--- config.mk ---
export PLATFORM = sky130hd
export DESIGN_NAME = apb_uart
export DESIGN_NICKNAME = d
export VERILOG_FILES = /design/src/rtl/apb_uart_pkg.sv /design/src/rtl/apb_uart_regs.sv /design/src/rtl/uart_tx_fsm.sv /design/src/rtl/uart_rx_fsm.sv /design/src/rtl/apb_uart.sv
export SDC_FILE = /design/constraint.sdc
export NUM_CORES = 1
export LEC_CHECK = 0
export ABC_AREA = 1
export CORE_UTILIZATION = 36
export DETAILED_ROUTE_END_ITERATION = 8
export PLACE_DENSITY_LB_ADDON = 0.08
export SLEW_MARGIN = 20
export SYNTH_ARGS = -nofsm -noshare
export SYNTH_HDL_FRONTEND = slang
export SYNTH_SLANG_ARGS = --single-unit
--- constraint.sdc ---
create_clock -name pclk -period 3.8 [get_ports pclk]
set_input_delay 0.57 -clock pclk [delete_from_list [all_inputs] [get_ports pclk]]
set_output_delay 0.57 -clock pclk [all_outputs]
set_load 0.05 [all_outputs]
--- src/rtl/apb_uart_pkg.sv ---
package apb_uart_pkg;

    // Register select field inside the bus address
    localparam int IDX_LSB = 2;
    localparam int IDX_W   = 3;

    typedef enum logic [IDX_W-1:0] {
        REG_CTRL = 3'd0,
        REG_DIV  = 3'd1,
        REG_TXD  = 3'd2,
        REG_RXD  = 3'd3
    } reg_idx_e;

    typedef enum logic [1:0] {
        TX_IDLE,
        TX_START,
        TX_DATA,
        TX_STOP
    } tx_state_e;

    typedef enum logic [1:0] {
        RX_IDLE,
        RX_START,
        RX_DATA,
        RX_STOP
    } rx_state_e;

endpackage

--- src/rtl/apb_uart_regs.sv ---
module apb_uart_regs
    import apb_uart_pkg::*;
#(
    parameter int ADDR_W = 32,
    parameter int DATA_W = 32,
    parameter int DIV_W  = 16,
    parameter int BYTE_W = 8
) (
    input  logic              clk,
    input  logic              rst,
    input  logic [ADDR_W-1:0] paddr,
    input  logic              pwrite,
    input  logic              psel,
    input  logic              penable,
    input  logic [DATA_W-1:0] pwdata,
    output logic [DATA_W-1:0] prdata,
    output logic              pready,
    output logic              enable,
    output logic [DIV_W-1:0]  divisor,
    output logic              tx_load,
    output logic [BYTE_W-1:0] tx_byte,
    input  logic              tx_busy,
    input  logic [BYTE_W-1:0] rx_byte
);

    logic              access;
    logic [IDX_W-1:0]  idx;
    logic [DATA_W-1:0] rd_mux;

    // first access cycle only: pready high marks the completing cycle
    assign access  = psel & penable & ~pready;
    assign idx     = paddr[IDX_LSB +: IDX_W];
    assign tx_load = access & pwrite & (idx == REG_TXD) & enable & ~tx_busy;
    assign tx_byte = pwdata[BYTE_W-1:0];

    always_comb begin
        rd_mux = '0;
        case (idx)
            REG_CTRL: begin
                rd_mux[0] = enable;
                rd_mux[1] = tx_busy;
            end
            REG_DIV: rd_mux[DIV_W-1:0]  = divisor;
            REG_RXD: rd_mux[BYTE_W-1:0] = rx_byte;
            default: rd_mux = '0;
        endcase
    end

    always_ff @(posedge clk or posedge rst) begin
        if (rst) begin
            pready  <= 1'b0;
            prdata  <= '0;
            enable  <= 1'b0;
            divisor <= '0;
        end else begin
            pready <= access;
            if (access && pwrite) begin
                case (idx)
                    REG_CTRL: enable  <= pwdata[0];
                    REG_DIV:  divisor <= pwdata[DIV_W-1:0];
                    default:  ;
                endcase
            end
            if (access && !pwrite) begin
                prdata <= rd_mux;
            end
        end
    end

endmodule

--- src/rtl/uart_tx_fsm.sv ---
module uart_tx_fsm
    import apb_uart_pkg::*;
#(
    parameter int DIV_W  = 16,
    parameter int BYTE_W = 8
) (
    input  logic              clk,
    input  logic              rst,
    input  logic              enable,
    input  logic [DIV_W-1:0]  divisor,
    input  logic              load,
    input  logic [BYTE_W-1:0] data_in,
    output logic              txd,
    output logic              busy
);

    localparam int BIT_CW = $clog2(BYTE_W);

    tx_state_e         state;
    logic [DIV_W-1:0]  cnt;
    logic [BIT_CW-1:0] bit_idx;
    logic [BYTE_W-1:0] shreg;
    logic              bit_end;

    assign bit_end = (({1'b0, cnt} + 1'b1) >= {1'b0, divisor});

    always_ff @(posedge clk or posedge rst) begin
        if (rst) begin
            state   <= TX_IDLE;
            cnt     <= '0;
            bit_idx <= '0;
            shreg   <= '0;
        end else if (!enable) begin
            state   <= TX_IDLE;
            cnt     <= '0;
            bit_idx <= '0;
        end else begin
            unique case (state)
                TX_IDLE: begin
                    if (load) begin
                        state <= TX_START;
                        cnt   <= '0;
                        shreg <= data_in;
                    end
                end
                TX_START: begin
                    if (bit_end) begin
                        state   <= TX_DATA;
                        cnt     <= '0;
                        bit_idx <= '0;
                    end else begin
                        cnt <= cnt + 1'b1;
                    end
                end
                TX_DATA: begin
                    if (bit_end) begin
                        cnt   <= '0;
                        shreg <= shreg >> 1;
                        if (bit_idx == BIT_CW'(BYTE_W - 1)) begin
                            state <= TX_STOP;
                        end else begin
                            bit_idx <= bit_idx + 1'b1;
                        end
                    end else begin
                        cnt <= cnt + 1'b1;
                    end
                end
                TX_STOP: begin
                    if (bit_end) begin
                        state <= TX_IDLE;
                        cnt   <= '0;
                    end else begin
                        cnt <= cnt + 1'b1;
                    end
                end
            endcase
        end
    end

    always_comb begin
        unique case (state)
            TX_IDLE:  begin txd = 1'b1;     busy = 1'b0; end
            TX_START: begin txd = 1'b0;     busy = 1'b1; end
            TX_DATA:  begin txd = shreg[0]; busy = 1'b1; end
            TX_STOP:  begin txd = 1'b1;     busy = 1'b1; end
        endcase
    end

endmodule

--- src/rtl/uart_rx_fsm.sv ---
module uart_rx_fsm
    import apb_uart_pkg::*;
#(
    parameter int DIV_W  = 16,
    parameter int BYTE_W = 8,
    parameter int SYNC_N = 2
) (
    input  logic              clk,
    input  logic              rst,
    input  logic              enable,
    input  logic [DIV_W-1:0]  divisor,
    input  logic              rxd,
    output logic [BYTE_W-1:0] rx_byte
);

    localparam int BIT_CW = $clog2(BYTE_W);

    rx_state_e         state;
    logic [SYNC_N-1:0] sync;
    logic              rx_s;
    logic [DIV_W-1:0]  cnt;
    logic [BIT_CW-1:0] bit_idx;
    logic [BYTE_W-1:0] shreg;
    logic              bit_end;
    logic              mid_end;

    always_ff @(posedge clk or posedge rst) begin
        if (rst) sync <= '1;
        else     sync <= {sync[SYNC_N-2:0], rxd};
    end

    always_comb begin
        rx_s    = sync[SYNC_N-1];
        bit_end = (({1'b0, cnt} + 1'b1) >= {1'b0, divisor});
        mid_end = (({1'b0, cnt} + 1'b1) >= {2'b0, divisor[DIV_W-1:1]});
    end

    always_ff @(posedge clk or posedge rst) begin
        if (rst) begin
            state   <= RX_IDLE;
            cnt     <= '0;
            bit_idx <= '0;
            shreg   <= '0;
            rx_byte <= '0;
        end else if (!enable) begin
            state   <= RX_IDLE;
            cnt     <= '0;
            bit_idx <= '0;
        end else begin
            unique case (state)
                RX_IDLE: begin
                    if (!rx_s) begin
                        state <= RX_START;
                        cnt   <= '0;
                    end
                end
                RX_START: begin
                    if (mid_end) begin
                        cnt     <= '0;
                        bit_idx <= '0;
                        state   <= rx_s ? RX_IDLE : RX_DATA;
                    end else begin
                        cnt <= cnt + 1'b1;
                    end
                end
                RX_DATA: begin
                    if (bit_end) begin
                        cnt   <= '0;
                        shreg <= {rx_s, shreg[BYTE_W-1:1]};
                        if (bit_idx == BIT_CW'(BYTE_W - 1)) begin
                            state <= RX_STOP;
                        end else begin
                            bit_idx <= bit_idx + 1'b1;
                        end
                    end else begin
                        cnt <= cnt + 1'b1;
                    end
                end
                RX_STOP: begin
                    if (bit_end) begin
                        state <= RX_IDLE;
                        cnt   <= '0;
                        if (rx_s) rx_byte <= shreg;
                    end else begin
                        cnt <= cnt + 1'b1;
                    end
                end
            endcase
        end
    end

endmodule

--- src/rtl/apb_uart.sv ---
module apb_uart
    import apb_uart_pkg::*;
#(
    parameter int ADDR_W = 32,
    parameter int DATA_W = 32,
    parameter int DIV_W  = 16,
    parameter int BYTE_W = 8
) (
    input  logic              pclk,
    input  logic              prst,
    input  logic [ADDR_W-1:0] paddr,
    input  logic              pwrite,
    input  logic              psel,
    input  logic              penable,
    input  logic [DATA_W-1:0] pwdata,
    output logic [DATA_W-1:0] prdata,
    output logic              pready,
    input  logic              uart_rxd,
    output logic              uart_txd
);

    logic              enable;
    logic [DIV_W-1:0]  divisor;
    logic              tx_load;
    logic [BYTE_W-1:0] tx_byte;
    logic              tx_busy;
    logic [BYTE_W-1:0] rx_byte;

    apb_uart_regs #(
        .ADDR_W(ADDR_W), .DATA_W(DATA_W), .DIV_W(DIV_W), .BYTE_W(BYTE_W)
    ) u_regs (
        .clk(pclk), .rst(prst),
        .paddr(paddr), .pwrite(pwrite), .psel(psel), .penable(penable),
        .pwdata(pwdata), .prdata(prdata), .pready(pready),
        .enable(enable), .divisor(divisor),
        .tx_load(tx_load), .tx_byte(tx_byte),
        .tx_busy(tx_busy), .rx_byte(rx_byte)
    );

    uart_tx_fsm #(.DIV_W(DIV_W), .BYTE_W(BYTE_W)) u_tx (
        .clk(pclk), .rst(prst), .enable(enable), .divisor(divisor),
        .load(tx_load), .data_in(tx_byte), .txd(uart_txd), .busy(tx_busy)
    );

    uart_rx_fsm #(.DIV_W(DIV_W), .BYTE_W(BYTE_W), .SYNC_N(2)) u_rx (
        .clk(pclk), .rst(prst), .enable(enable), .divisor(divisor),
        .rxd(uart_rxd), .rx_byte(rx_byte)
    );

endmodule

==> results of run 1 <==
power breakdown:
part	total [mW]	switching [mW]	internal (mW)
logic	1.51	1.01	0.497
registers	1.38	0.128	1.25
clock network	0.976	0.500	0.476
total	3.87	1.64	2.23
path summary, 6_finish.rpt:
path / endpoint / slack (ns) / depth (start not counted)
setup / recovery: u_tx.shreg[2]$_DFFE_PP0P_ / 0.40 / 16
hold / removal: u_rx.sync[1]$_DFF_PP1_ / 0.36 / 0
setup reg to reg: u_tx.shreg[2]$_DFFE_PP0P_ / 0.40 / 16
hold reg to reg: u_rx.sync[1]$_DFF_PP1_ / 0.36 / 0
max in group asynchronous: u_rx.sync[0]$_DFF_PP1_ / 2.26 / 3
min in group asynchronous: u_tx.shreg[1]$_DFFE_PP0P_ / 0.64 / 2
registers in the layout, summed over array words and instances, names as in the netlist:
| signal | cells |
|---|---|
| u_tx.shreg | 8 |
| u_regs.prdata | 16 |
| u_rx.sync | 2 |
| u_tx.state | 2 |
| u_rx.shreg | 8 |
| u_regs.pready | 1 |
| u_rx.bit_idx | 3 |
| u_rx.cnt | 16 |
| u_regs.enable | 1 |
| u_tx.bit_idx | 3 |
| u_rx.state | 2 |
| u_rx.rx_byte | 8 |
| u_regs.divisor | 16 |
| u_tx.cnt | 16 |
metrics by stage:
stage	std cells	util, %
floorplan	852	-
global placement	1096	40.2
detailed placement	1096	40.2
CTS	1112	41.9
global route	1113	42.0
finish	1113	42.0
synthesized netlist by cell type, drive strengths merged, types with 2 or more instances:
cell and n:
nor4 3, nor2 60, nand2 262, buf 21
o21bai 2, o21ai 60, nand3b 10, nand3 35
xor2 22, clkinv 2, xnor2 2, ha 57
dfrtp 100, a21oi 35, nand4 19, clkbuf 13
dfstp 2, inv 103, nor3 11, o31ai 9
logic make-up after synthesis:
logic type               after synthesis  synth area share, %
other                                  1               0.0562
AND/OR/NAND/NOR                      403                 27.9
flip-flops                           102                 38.3
XOR/XNOR                              24                 3.15
buffers and inverters                139                 9.35
AO/OA/AOI/OAI                        111                 10.6
adder cells (fa/ha/maj)               57                 10.7
layout make-up:
| class | instances | share of cell area (%) |
|---|---|---|
| clock inverters | 7 | 1.07 |
| repair buffers | 50 | 6.49 |
| inverters | 105 | 5.22 |
| multi-input cells | 611 | 46.8 |
| well taps | 229 | 3.77 |
| clock buffers | 9 | 2.97 |
| flip-flops and latches | 102 | 33.6 |
worst max-delay path: stages, from the launching register on:
cell                      delay [ns]
sky130_fd_sc_hd__dfrtp_1        0.41
sky130_fd_sc_hd__nand3_1        0.14
sky130_fd_sc_hd__nor3_1         0.31
sky130_fd_sc_hd__nand2_1        0.16
sky130_fd_sc_hd__nor2_2         0.16
sky130_fd_sc_hd__nand2_1        0.08
sky130_fd_sc_hd__nor2_2         0.16
sky130_fd_sc_hd__nand4_1        0.13
sky130_fd_sc_hd__xor2_1         0.19
sky130_fd_sc_hd__ha_1           0.34
sky130_fd_sc_hd__nand4_1        0.11
sky130_fd_sc_hd__nor4_1         0.30
sky130_fd_sc_hd__nand2_1        0.22
sky130_fd_sc_hd__nand4_2        0.26
sky130_fd_sc_hd__nand2_2        0.17
sky130_fd_sc_hd__nand2_1        0.10
sky130_fd_sc_hd__nand2_1        0.05
what timing repair did:
action | 4_1_cts | 5_1_grt
buffers inserted | 0 | 1
endpoints found under the setup margin | 0 | 15
hold buffers | 0 | 0
cell usage in the layout, fill, tap and decap left out, types with 2 or more instances in the layout:
master / instances
sky130_fd_sc_hd__nand3b_1: 10
sky130_fd_sc_hd__nor3_2: 3
sky130_fd_sc_hd__inv_8: 5
sky130_fd_sc_hd__o21ai_0: 32
sky130_fd_sc_hd__nand3_1: 31
sky130_fd_sc_hd__o21ai_2: 26
sky130_fd_sc_hd__nor2_2: 5
sky130_fd_sc_hd__nand2_1: 246
sky130_fd_sc_hd__o21bai_1: 2
sky130_fd_sc_hd__nand2_4: 2
sky130_fd_sc_hd__nor4_1: 2
sky130_fd_sc_hd__buf_4: 7
sky130_fd_sc_hd__inv_1: 99
sky130_fd_sc_hd__o31ai_1: 9
sky130_fd_sc_hd__xor2_1: 22
sky130_fd_sc_hd__nand3_4: 2
sky130_fd_sc_hd__xnor2_1: 2
sky130_fd_sc_hd__nand4_2: 2
sky130_fd_sc_hd__clkdlybuf4s50_1: 42
sky130_fd_sc_hd__nor3_1: 7
sky130_fd_sc_hd__conb_1: 16
sky130_fd_sc_hd__inv_2: 3
sky130_fd_sc_hd__nand4_1: 17
sky130_fd_sc_hd__dfstp_2: 2
sky130_fd_sc_hd__ha_1: 57
sky130_fd_sc_hd__nor2_1: 52
sky130_fd_sc_hd__nand2_2: 14
sky130_fd_sc_hd__clkinv_1: 2
sky130_fd_sc_hd__nor2_8: 2
sky130_fd_sc_hd__dfrtp_1: 100
sky130_fd_sc_hd__a21oi_1: 34
sky130_fd_sc_hd__nand3_2: 2
sky130_fd_sc_hd__clkbuf_16: 9
metal layers:
layer  vias to the layer above  track usage (%)
li1                       2746                -
met1                      2541             24.2
met2                        84             28.5
met3                        14             2.84
met4                         0             5.44
met5                         -                0
==> flow_metrics.env, run 1 <==
export IMPL_synth_top_cell_area_share_pct=37.5
export IMPL_grt_max_degree=47
export IMPL_final_max_slew_violation_count=0
export IMPL_worst_slew_pin_transition_ns=0.907
export IMPL_grt_antenna_before_repair=0
export IMPL_mappedNetlistArea_sq_um=6680
export IMPL_postSynth_topFlopCell="sky130_fd_sc_hd__dfrtp_1"
export IMPL_clkSlewWorstSetupHoldPaths_ns=0.08
export IMPL_tritoncts_num_sinks=102
export IMPL_total_area_of_multi_input_combinational_cells_sq_um=3560
export IMPL_drtAntennaViolNets=0
export IMPL_buffer_ports_inserted=42
export IMPL_routed_wl_met2_mm=7.26
export IMPL_crit_path_start="u_tx.cnt[2]$_DFFE_PP0N_"
export IMPL_clock_tree_htree_level_count=3
export IMPL_die_area_sq_um=19100
export IMPL_number_of_register_bits_inferred_by_synthesis=102
export IMPL_worstSetupStartpointType="register"
export IMPL_setup_viol=0
export IMPL_fin_total_pwr_mw=3.87
export IMPL_vias=5385
export IMPL_fin_ws_ns=0.396
export IMPL_synthCells=837
export IMPL_critPathArrivalTime_ns=3.66
export IMPL_power_density_over_the_cells_nw_per_um2=509
export IMPL_postCtsResizedCells=0
export IMPL_final_period_utilization_pct=89.6
export IMPL_sequential_cell_area_sq_um=2550
export IMPL_cts_root_buffer="sky130_fd_sc_hd__clkbuf_16"
export IMPL_path_max_fanout=8
export IMPL_syn_to_final_growth_pct=13.7
export IMPL_max_slew_margin_rel_pct=39.1
export IMPL_timing_final_hold_violations=0
export IMPL_fillCellCount=1777
export IMPL_drc=2
export IMPL_dpl_worst_slack_ns=0.360
export IMPL_synth_area_per_cell_sq_um=7.98
export IMPL_gpl_final_weighted_congestion=0.831
export IMPL_rsz0062_at_grt="no"
export IMPL_final_cell_area_sq_um=7590
export IMPL_drt_iter0_markers=232
export IMPL_worst_setup_path_type="register to register"
export IMPL_met1_length_mm=7.83
export IMPL_wl_met3_um=483
export IMPL_dp_hpwl_mm=11.8
export IMPL_die_height_um=138
export IMPL_finClkSkew_ns=0.00934
export IMPL_grt_first_pass_wirelength_mm=26.6
export IMPL_outcome="complete, but fails checks"
export IMPL_synth_area_leaders="sky130_fd_sc_hd__dfrtp_1, sky130_fd_sc_hd__nand2_1, sky130_fd_sc_hd__ha_1"
export IMPL_post_synth_top_area_cell="sky130_fd_sc_hd__dfrtp_1"
export IMPL_initial_cell_density_of_the_core_pct=36.9
export IMPL_synth_yosys_warnings=0
export IMPL_first_pass_iters=6
export IMPL_design_portCount=104
export IMPL_violations="DRC"
export IMPL_max_cap_violations=0
export IMPL_num_rows=49
export IMPL_cts_made_buffers=9
export IMPL_first_global_vias=5271
export IMPL_critical_path_endpoint_type="register"
export IMPL_clock_period_minus_final_worst_setup_slack_ns=3.40
export IMPL_tritoncts="yes"
export IMPL_postPlaceCellArea_sq_um=7270
export IMPL_reg2reg_from="u_tx.cnt[2]$_DFFE_PP0N_"
export IMPL_final_layout_size_suffix_gt1_share_pct=10.7
export IMPL_synth_enable_flop_cells=0
export IMPL_synth_async_sr_flop_share_pct=100
export IMPL_highest_signal_layer="met4"
export IMPL_grt_util_all_layers_pct=17.6
export IMPL_hold_class="register to register"
export IMPL_worst_ep_required_time_ns=4.06
export IMPL_synth_yosys_seq_area_share_pct=38.3
export IMPL_fmaxAchievable_mhz=294
export IMPL_clock_latency_of_the_later_clocked_register_in_the_worst_skew_pair_ns=0.36
export IMPL_clock_tree_buffer_depth=2
export IMPL_num_antenna_cells=0
export IMPL_setup_tns_final_ns=0
export IMPL_timing_hold_ws_ns=0.361
export IMPL_grt_overflow_total=0
export IMPL_mean_number_of_vias_per_cell=4.84
export IMPL_nNetsFinal=1006
export IMPL_chipWidth_um=138
export IMPL_yosysUniqueCellTypes=49
export IMPL_design_core_area_sq_um=18100
export IMPL_wirelength_mm=15.8
export IMPL_timing_hold_worst_start="u_rx.sync[0]$_DFF_PP1_"
export IMPL_post_drt_wl_per_cell_um=14.2
export IMPL_power_leakage_nw=3.91
export IMPL_worst_vdd_ir_v=0.000317
Note: power is estimated with default switching activity, not from simulation.
==> run 2: changes to the inputs <==
--- a/config.mk
+++ b/config.mk
@@ -12,4 +12,5 @@
 export SLEW_MARGIN = 20
 export SYNTH_ARGS = -nofsm -noshare
 export SYNTH_HDL_FRONTEND = slang
+export SYNTH_HIERARCHICAL = 1
 export SYNTH_SLANG_ARGS = --single-unit
==> flow_metrics.env, run 2 <==
export IMPL_worst_path_largest_cell_delay_ns=0.45
export IMPL_vias=5905
export IMPL_power_density_over_the_cells_nw_per_um2=467
export IMPL_mean_number_of_vias_per_cell=4.58
export IMPL_final_instance_count_excl_fill=1288
export IMPL_clock_latency_of_the_later_clocked_register_in_the_worst_skew_pair_ns=0.36
export IMPL_drtAntennaViolNets=0
export IMPL_gpl_final_weighted_congestion=0.815
export IMPL_finClkSkew_ns=0.00898
export IMPL_postSynth_topFlopCell="sky130_fd_sc_hd__dfrtp_1"
export IMPL_synth_enable_flop_cells=0
export IMPL_setup_tns_final_ns=0
export IMPL_final_max_slew_violation_count=0
export IMPL_rsz0062_at_grt="no"
export IMPL_place_detailed_instances=1272
export IMPL_syn_to_final_growth_pct=12.0
export IMPL_cpLargestDelayFamily="simple AND/OR/NAND/NOR gates"
export IMPL_nNetsFinal=1146
export IMPL_outcome="finished, final reports clean"
export IMPL_grt_overflow_total=0
export IMPL_synth_area_leaders="sky130_fd_sc_hd__dfrtp_1, sky130_fd_sc_hd__nand2_1, sky130_fd_sc_hd__ha_1"
export IMPL_max_cap_violations=0
export IMPL_mostFrequentLayoutCell="sky130_fd_sc_hd__nand2_1"
export IMPL_postCtsResizedCells=0
export IMPL_num_antenna_cells=0
export IMPL_critical_path_cell_chain="ha_1 -> nand2_1 -> nor2_2 -> nand2_2 -> nor3_1 -> nand3_1 -> xnor2_1 -> ha_1 -> nand2_1 -> nor2_1 -> nand3_1 -> inv_1 -> nand2_2 -> a21oi_1 -> nor2_1 -> nand2_1 -> nand2_2 -> nand2_1 -> nand2_1"
export IMPL_final_layout_size_suffix_gt1_share_pct=8.11
export IMPL_max_slew_margin_rel_pct=65.1
export IMPL_power_leakage_nw=4.36
export IMPL_first_pass_iters=5
export IMPL_cts_made_buffers=9
export IMPL_die_height_um=143
export IMPL_fmaxAchievable_mhz=300
export IMPL_worst_ep_required_time_ns=4.05
export IMPL_crit_buf_inv=1
export IMPL_mappedNetlistArea_sq_um=7170
export IMPL_first_global_vias=5649
export IMPL_timing_final_hold_violations=0
export IMPL_dominant_cell_by_count_in_the_synthesized_netlist="sky130_fd_sc_hd__nand2_1"
export IMPL_critPathArrivalTime_ns=3.58
export IMPL_tritoncts_num_sinks=102
export IMPL_worst_vdd_ir_v=0.000223
export IMPL_yosysUniqueCellTypes=44
export IMPL_final_period_utilization_pct=87.7
export IMPL_worstSetupStartpointType="register"
export IMPL_buffer_ports_inserted=42
export IMPL_dp_hpwl_mm=13.2
export IMPL_die_area_sq_um=20500
export IMPL_grt_max_degree=40
export IMPL_timing_critical_path_mode_cell="sky130_fd_sc_hd__nand2_1"
export IMPL_hold_class="register to register"
export IMPL_synth_top_cell_area_share_pct=34.9
export IMPL_initial_cell_density_of_the_core_pct=36.7
export IMPL_grt_first_pass_wirelength_mm=28.9
export IMPL_design_core_area_sq_um=19500
export IMPL_synth_yosys_seq_area_share_pct=35.6
export IMPL_worst_slew_pin_transition_ns=0.522
export IMPL_num_rows=51
export IMPL_wirelength_mm=17.3
export IMPL_post_cts_hold_buffer_count=0
export IMPL_grt_antenna_before_repair=0
export IMPL_setup_viol=0
export IMPL_design_portCount=104
export IMPL_number_of_register_bits_inferred_by_synthesis=102
export IMPL_clock_period_minus_final_worst_setup_slack_ns=3.33
export IMPL_cts_root_buffer="sky130_fd_sc_hd__clkbuf_16"
export IMPL_clkSlewWorstSetupHoldPaths_ns=0.08
export IMPL_synth_async_sr_flop_share_pct=100
export IMPL_post_synth_top_area_cell="sky130_fd_sc_hd__dfrtp_1"
export IMPL_post_synth_most_frequent_cells="sky130_fd_sc_hd__nand2_1, sky130_fd_sc_hd__inv_1, sky130_fd_sc_hd__dfrtp_1"
export IMPL_synthCells=982
export IMPL_drc=0
export IMPL_worst_setup_path_type="register to register"
export IMPL_clock_tree_htree_level_count=3
export IMPL_synth_area_per_cell_sq_um=7.30
export IMPL_cts_post_setup_buffers_inserted=0
export IMPL_most_frequent_cells_in_the_layout="sky130_fd_sc_hd__nand2_1, sky130_fd_sc_hd__inv_1, sky130_fd_sc_hd__dfrtp_1"
export IMPL_grt_util_all_layers_pct=18.3
export IMPL_clock_tree_buffer_depth=2
export IMPL_synth_yosys_warnings=6
export IMPL_crit_slowest_cell="sky130_fd_sc_hd__dfrtp_1"
export IMPL_tritoncts="yes"
export IMPL_chipWidth_um=143
export IMPL_drt_iter0_markers=277
export IMPL_path_max_fanout=8
export IMPL_post_drt_wl_per_cell_um=13.4
export IMPL_critical_path_endpoint_type="register"
run 2: changes by cell type after synthesis, sizes merged, moves of 4 or more:
cell | before | now
clkbuf | 13 | 6
nand3b | 10 | 2
buf | 21 | 36
xnor2 | 2 | 6
nor2 | 60 | 87
nor3 | 11 | 6
nand2 | 262 | 346
o31ai | 9 | 0
nand4 | 19 | 32
a21oi | 35 | 18
nand3 | 35 | 68
o21ai | 60 | 46
inv | 103 | 133
xor2 | 22 | 16
run 2: where the power goes:
group | switching [mW] | total [mW] | internal [mW] | leakage [nW]
logic | 0.979 | 1.43 | 0.452 | 2.84
registers | 0.140 | 1.37 | 1.23 | 1.36
clock network | 0.471 | 0.953 | 0.482 | 0.149
run 2: path summary, 6_finish.rpt:
kind / from / end / slack, ns / cells past startpoint
setup / recovery: u_tx/cnt[0]$_DFFE_PP0P_ / u_tx/shreg[2]$_DFFE_PP0P_ / 0.47 / 19
hold / removal: u_rx/sync[0]$_DFF_PP1_ / u_rx/sync[1]$_DFF_PP1_ / 0.36 / 0
setup reg to reg: u_tx/cnt[0]$_DFFE_PP0P_ / u_tx/shreg[2]$_DFFE_PP0P_ / 0.47 / 19
hold reg to reg: u_rx/sync[0]$_DFF_PP1_ / u_rx/sync[1]$_DFF_PP1_ / 0.36 / 0
max in group asynchronous: prst / u_rx/cnt[2]$_DFFE_PP0P_ / 2.69 / 3
min in group asynchronous: prst / u_regs/prdata[1]$_DFFE_PP0P_ / 0.70 / 3
run 2: final cells by class:
| cell class | count | area, sq um |
|---|---|---|
| flip-flops and latches | 102 | 2550 |
| clock buffers | 10 | 239 |
| fillers | 2107 | 11500 |
| clock inverters | 6 | 62.6 |
| repair buffers | 52 | 495 |
| multi-input cells | 715 | 3830 |
| inverters | 138 | 523 |
| well taps | 265 | 332 |
run 2: cells by family (layout without fill, tap and decap cells):
logic type	Yosys count	count (layout)	share of synthesized area [%]
AND/OR/NAND/NOR	549	549	34.4
buffers and inverters	180	206	11.8
flip-flops	102	102	35.6
AO/OA/AOI/OAI	70	70	5.35
adder cells (fa/ha/maj)	58	58	10.1
XOR/XNOR	22	22	2.69
other	1	16	0.0523
run 2: metrics by stage:
step                hold slack, ns  util (%)  power, mW  instance area (sq um)  setup WS (ns)
floorplan                    0.345         -       2.45                   7230          0.991
global placement             0.346      39.6       2.83                   7730          0.441
detailed placement           0.347      39.6       2.84                   7730          0.432
CTS                          0.360      41.1       3.81                   8030          0.418
global route                 0.361      41.1       4.04                   8030         0.0217
finish                       0.359      41.1       3.75                   8030          0.468
run 2: metal layers:
layer	up-vias	part of all wire (%)	track usage [%]
met5	-	0	0
met4	0	1.9	5.77
met3	15	1.5	2.62
met2	49	48	30.6
met1	2709	49	24.1
li1	3132	-	-
==> run 3: changes to the inputs <==
--- a/config.mk
+++ b/config.mk
@@ -6,7 +6,9 @@
 export NUM_CORES = 1
 export LEC_CHECK = 0
 export ABC_AREA = 1
+export ABC_CLOCK_PERIOD_IN_PS = 3800
 export CORE_UTILIZATION = 36
+export CTS_BUF_LIST = sky130_fd_sc_hd__clkbuf_8
 export DETAILED_ROUTE_END_ITERATION = 8
 export PLACE_DENSITY_LB_ADDON = 0.08
 export SLEW_MARGIN = 20
==> flow_metrics.env, run 3 (synthesized netlist as in run 2, its figures left out) <==
export IMPL_num_antenna_cells=0
export IMPL_power_internal_mw=1.96
export IMPL_total_switching_power_mw=1.56
export IMPL_cts_made_buffers=9
export IMPL_drt_iter0_markers=278
export IMPL_gpl_final_weighted_congestion=0.815
export IMPL_hold_class="register to register"
export IMPL_vias=5905
export IMPL_rsz0062_at_grt="no"
export IMPL_timing_hold_ws_ns=0.363
export IMPL_place_detailed_instances=1272
export IMPL_worstSetupStartpointType="register"
export IMPL_dp_hpwl_mm=13.2
export IMPL_timing_final_hold_violations=0
export IMPL_buffer_ports_inserted=42
export IMPL_drtAntennaViolNets=0
export IMPL_post_drt_wl_per_cell_um=13.4
export IMPL_design_core_area_sq_um=19500
export IMPL_postCtsResizedCells=0
export IMPL_grt_max_degree=40
export IMPL_cts_root_buffer="sky130_fd_sc_hd__clkbuf_8"
export IMPL_power_density_over_the_cells_nw_per_um2=444
export IMPL_grt_overflow_total=0
export IMPL_clock_period_minus_final_worst_setup_slack_ns=3.36
export IMPL_max_slew_margin_rel_pct=65.2
export IMPL_grt_first_pass_wirelength_mm=28.9
export IMPL_critical_path_endpoint_type="register"
export IMPL_mostFrequentLayoutCell="sky130_fd_sc_hd__nand2_1"
export IMPL_die_height_um=143
export IMPL_cts_post_setup_buffers_inserted=0
export IMPL_dpl_worst_slack_ns=0.432
export IMPL_worst_vdd_ir_v=0.000199
export IMPL_fmaxAchievable_mhz=298
export IMPL_worst_ep_required_time_ns=4.10
export IMPL_chipWidth_um=143
export IMPL_setup_viol=0
export IMPL_num_rows=51
export IMPL_finClkSkew_ns=0.0157
export IMPL_tritoncts="yes"
export IMPL_part_of_the_total_power_dissipated_in_combinational_logic_pct=40.7
export IMPL_grt_antenna_before_repair=0
export IMPL_drc=0
export IMPL_clock_tree_buffer_depth=2
export IMPL_critPathArrivalTime_ns=3.66
export IMPL_final_instance_count_excl_fill=1288
export IMPL_setup_tns_final_ns=0
export IMPL_mean_number_of_vias_per_cell=4.58
export IMPL_fin_ws_ns=0.440
export IMPL_grt_util_all_layers_pct=18.3
export IMPL_power_share_sequential_pct=38.9
export IMPL_final_period_utilization_pct=88.4
export IMPL_nNetsFinal=1146
export IMPL_syn_to_final_growth_pct=10.6
export IMPL_clock_tree_htree_level_count=3
export IMPL_first_global_vias=5622
export IMPL_path_max_fanout=8
export IMPL_die_area_sq_um=20500
export IMPL_outcome="finished, final reports clean"
export IMPL_r2r_setup_slack_ns=0.44
export IMPL_post_cts_hold_buffer_count=0
export IMPL_max_cap_violations=0
export IMPL_fin_util_pct=40.6
export IMPL_clkSlewWorstSetupHoldPaths_ns=0.11
export IMPL_power_leakage_nw=4.31
export IMPL_worst_setup_path_type="register to register"
export IMPL_initial_cell_density_of_the_core_pct=36.7
export IMPL_final_layout_size_suffix_gt1_share_pct=8.11
export IMPL_worst_slew_pin_transition_ns=0.521
export IMPL_pwr_share_clk_pct=20.4
export IMPL_first_pass_iters=7
export IMPL_most_frequent_cells_in_the_layout="sky130_fd_sc_hd__nand2_1, sky130_fd_sc_hd__inv_1, sky130_fd_sc_hd__dfrtp_1"
export IMPL_clock_latency_of_the_later_clocked_register_in_the_worst_skew_pair_ns=0.40
export IMPL_final_max_slew_violation_count=0
export IMPL_wirelength_mm=17.2
export IMPL_tritoncts_num_sinks=102
export IMPL_design_portCount=104
export IMPL_netSwitchingFraction_pct=44.4
## run 3: stage by stage
step                area, sq um  power (mW)
CTS                        7930        3.57
detailed placement         7730        2.84
global placement           7730        2.83
finish                     7930        3.52
floorplan                  7230        2.45
global route               7930        3.81
## run 3: final timing paths
check / startpoint / endpoint / depth (start not counted)
max: u_tx/cnt[0]$_DFFE_PP0P_ / u_tx/shreg[5]$_DFFE_PP0P_ / 19
min: u_rx/sync[0]$_DFF_PP1_ / u_rx/sync[1]$_DFF_PP1_ / 0
max reg2reg: u_tx/cnt[0]$_DFFE_PP0P_ / u_tx/shreg[5]$_DFFE_PP0P_ / 19
min reg2reg: u_rx/sync[0]$_DFF_PP1_ / u_rx/sync[1]$_DFF_PP1_ / 0
max in group asynchronous: prst / u_rx/sync[0]$_DFF_PP1_ / 3
min in group asynchronous: prst / u_regs/prdata[9]$_DFFE_PP0P_ / 3
## run 3: power groups by stage
stage	logic (mW)	registers [mW]	clock network, mW
after floorplan	1.06	1.39	0
after global routing	1.62	1.39	0.799
after global placement	1.44	1.39	0
final	1.43	1.37	0.719
after detailed placement	1.44	1.39	0
after CTS	1.45	1.37	0.754
## run 3: area by class of cell
type,instances,area (sq um)
timing repair buffer,52,495
multi-input combinational,715,3830
tap,265,332
clock buffer,10,138
sequential,102,2550
clock inverter,6,62.6
inverter,138,523
fill,2112,11600
## run 3: metal layers
metal  share of wire [%]  track usage (%)  up-vias  wire [um]
met5                   0                0        -          0
met4                 1.4             4.47        0        235
met3                 2.2             3.22       13        376
met2                  47             30.7       66       8160
met1                  49             24.1     2693       8450
li1                    -                -     3133          -
## run 3: critical path: stages (launching register included)
cell	delay [ns]
sky130_fd_sc_hd__dfrtp_1	0.47
sky130_fd_sc_hd__ha_1	0.20
sky130_fd_sc_hd__nand2_1	0.08
sky130_fd_sc_hd__nor2_2	0.16
sky130_fd_sc_hd__nand2_2	0.13
sky130_fd_sc_hd__nor3_1	0.22
sky130_fd_sc_hd__nand3_1	0.15
sky130_fd_sc_hd__xnor2_1	0.19
sky130_fd_sc_hd__ha_1	0.31
sky130_fd_sc_hd__nand2_1	0.09
sky130_fd_sc_hd__nor2_1	0.19
sky130_fd_sc_hd__nand3_1	0.12
sky130_fd_sc_hd__inv_1	0.09
sky130_fd_sc_hd__nand2_2	0.07
sky130_fd_sc_hd__a21oi_1	0.12
sky130_fd_sc_hd__nor2_1	0.09
sky130_fd_sc_hd__nand2_1	0.24
sky130_fd_sc_hd__nand2_2	0.20
sky130_fd_sc_hd__nand2_1	0.10
sky130_fd_sc_hd__nand2_1	0.05
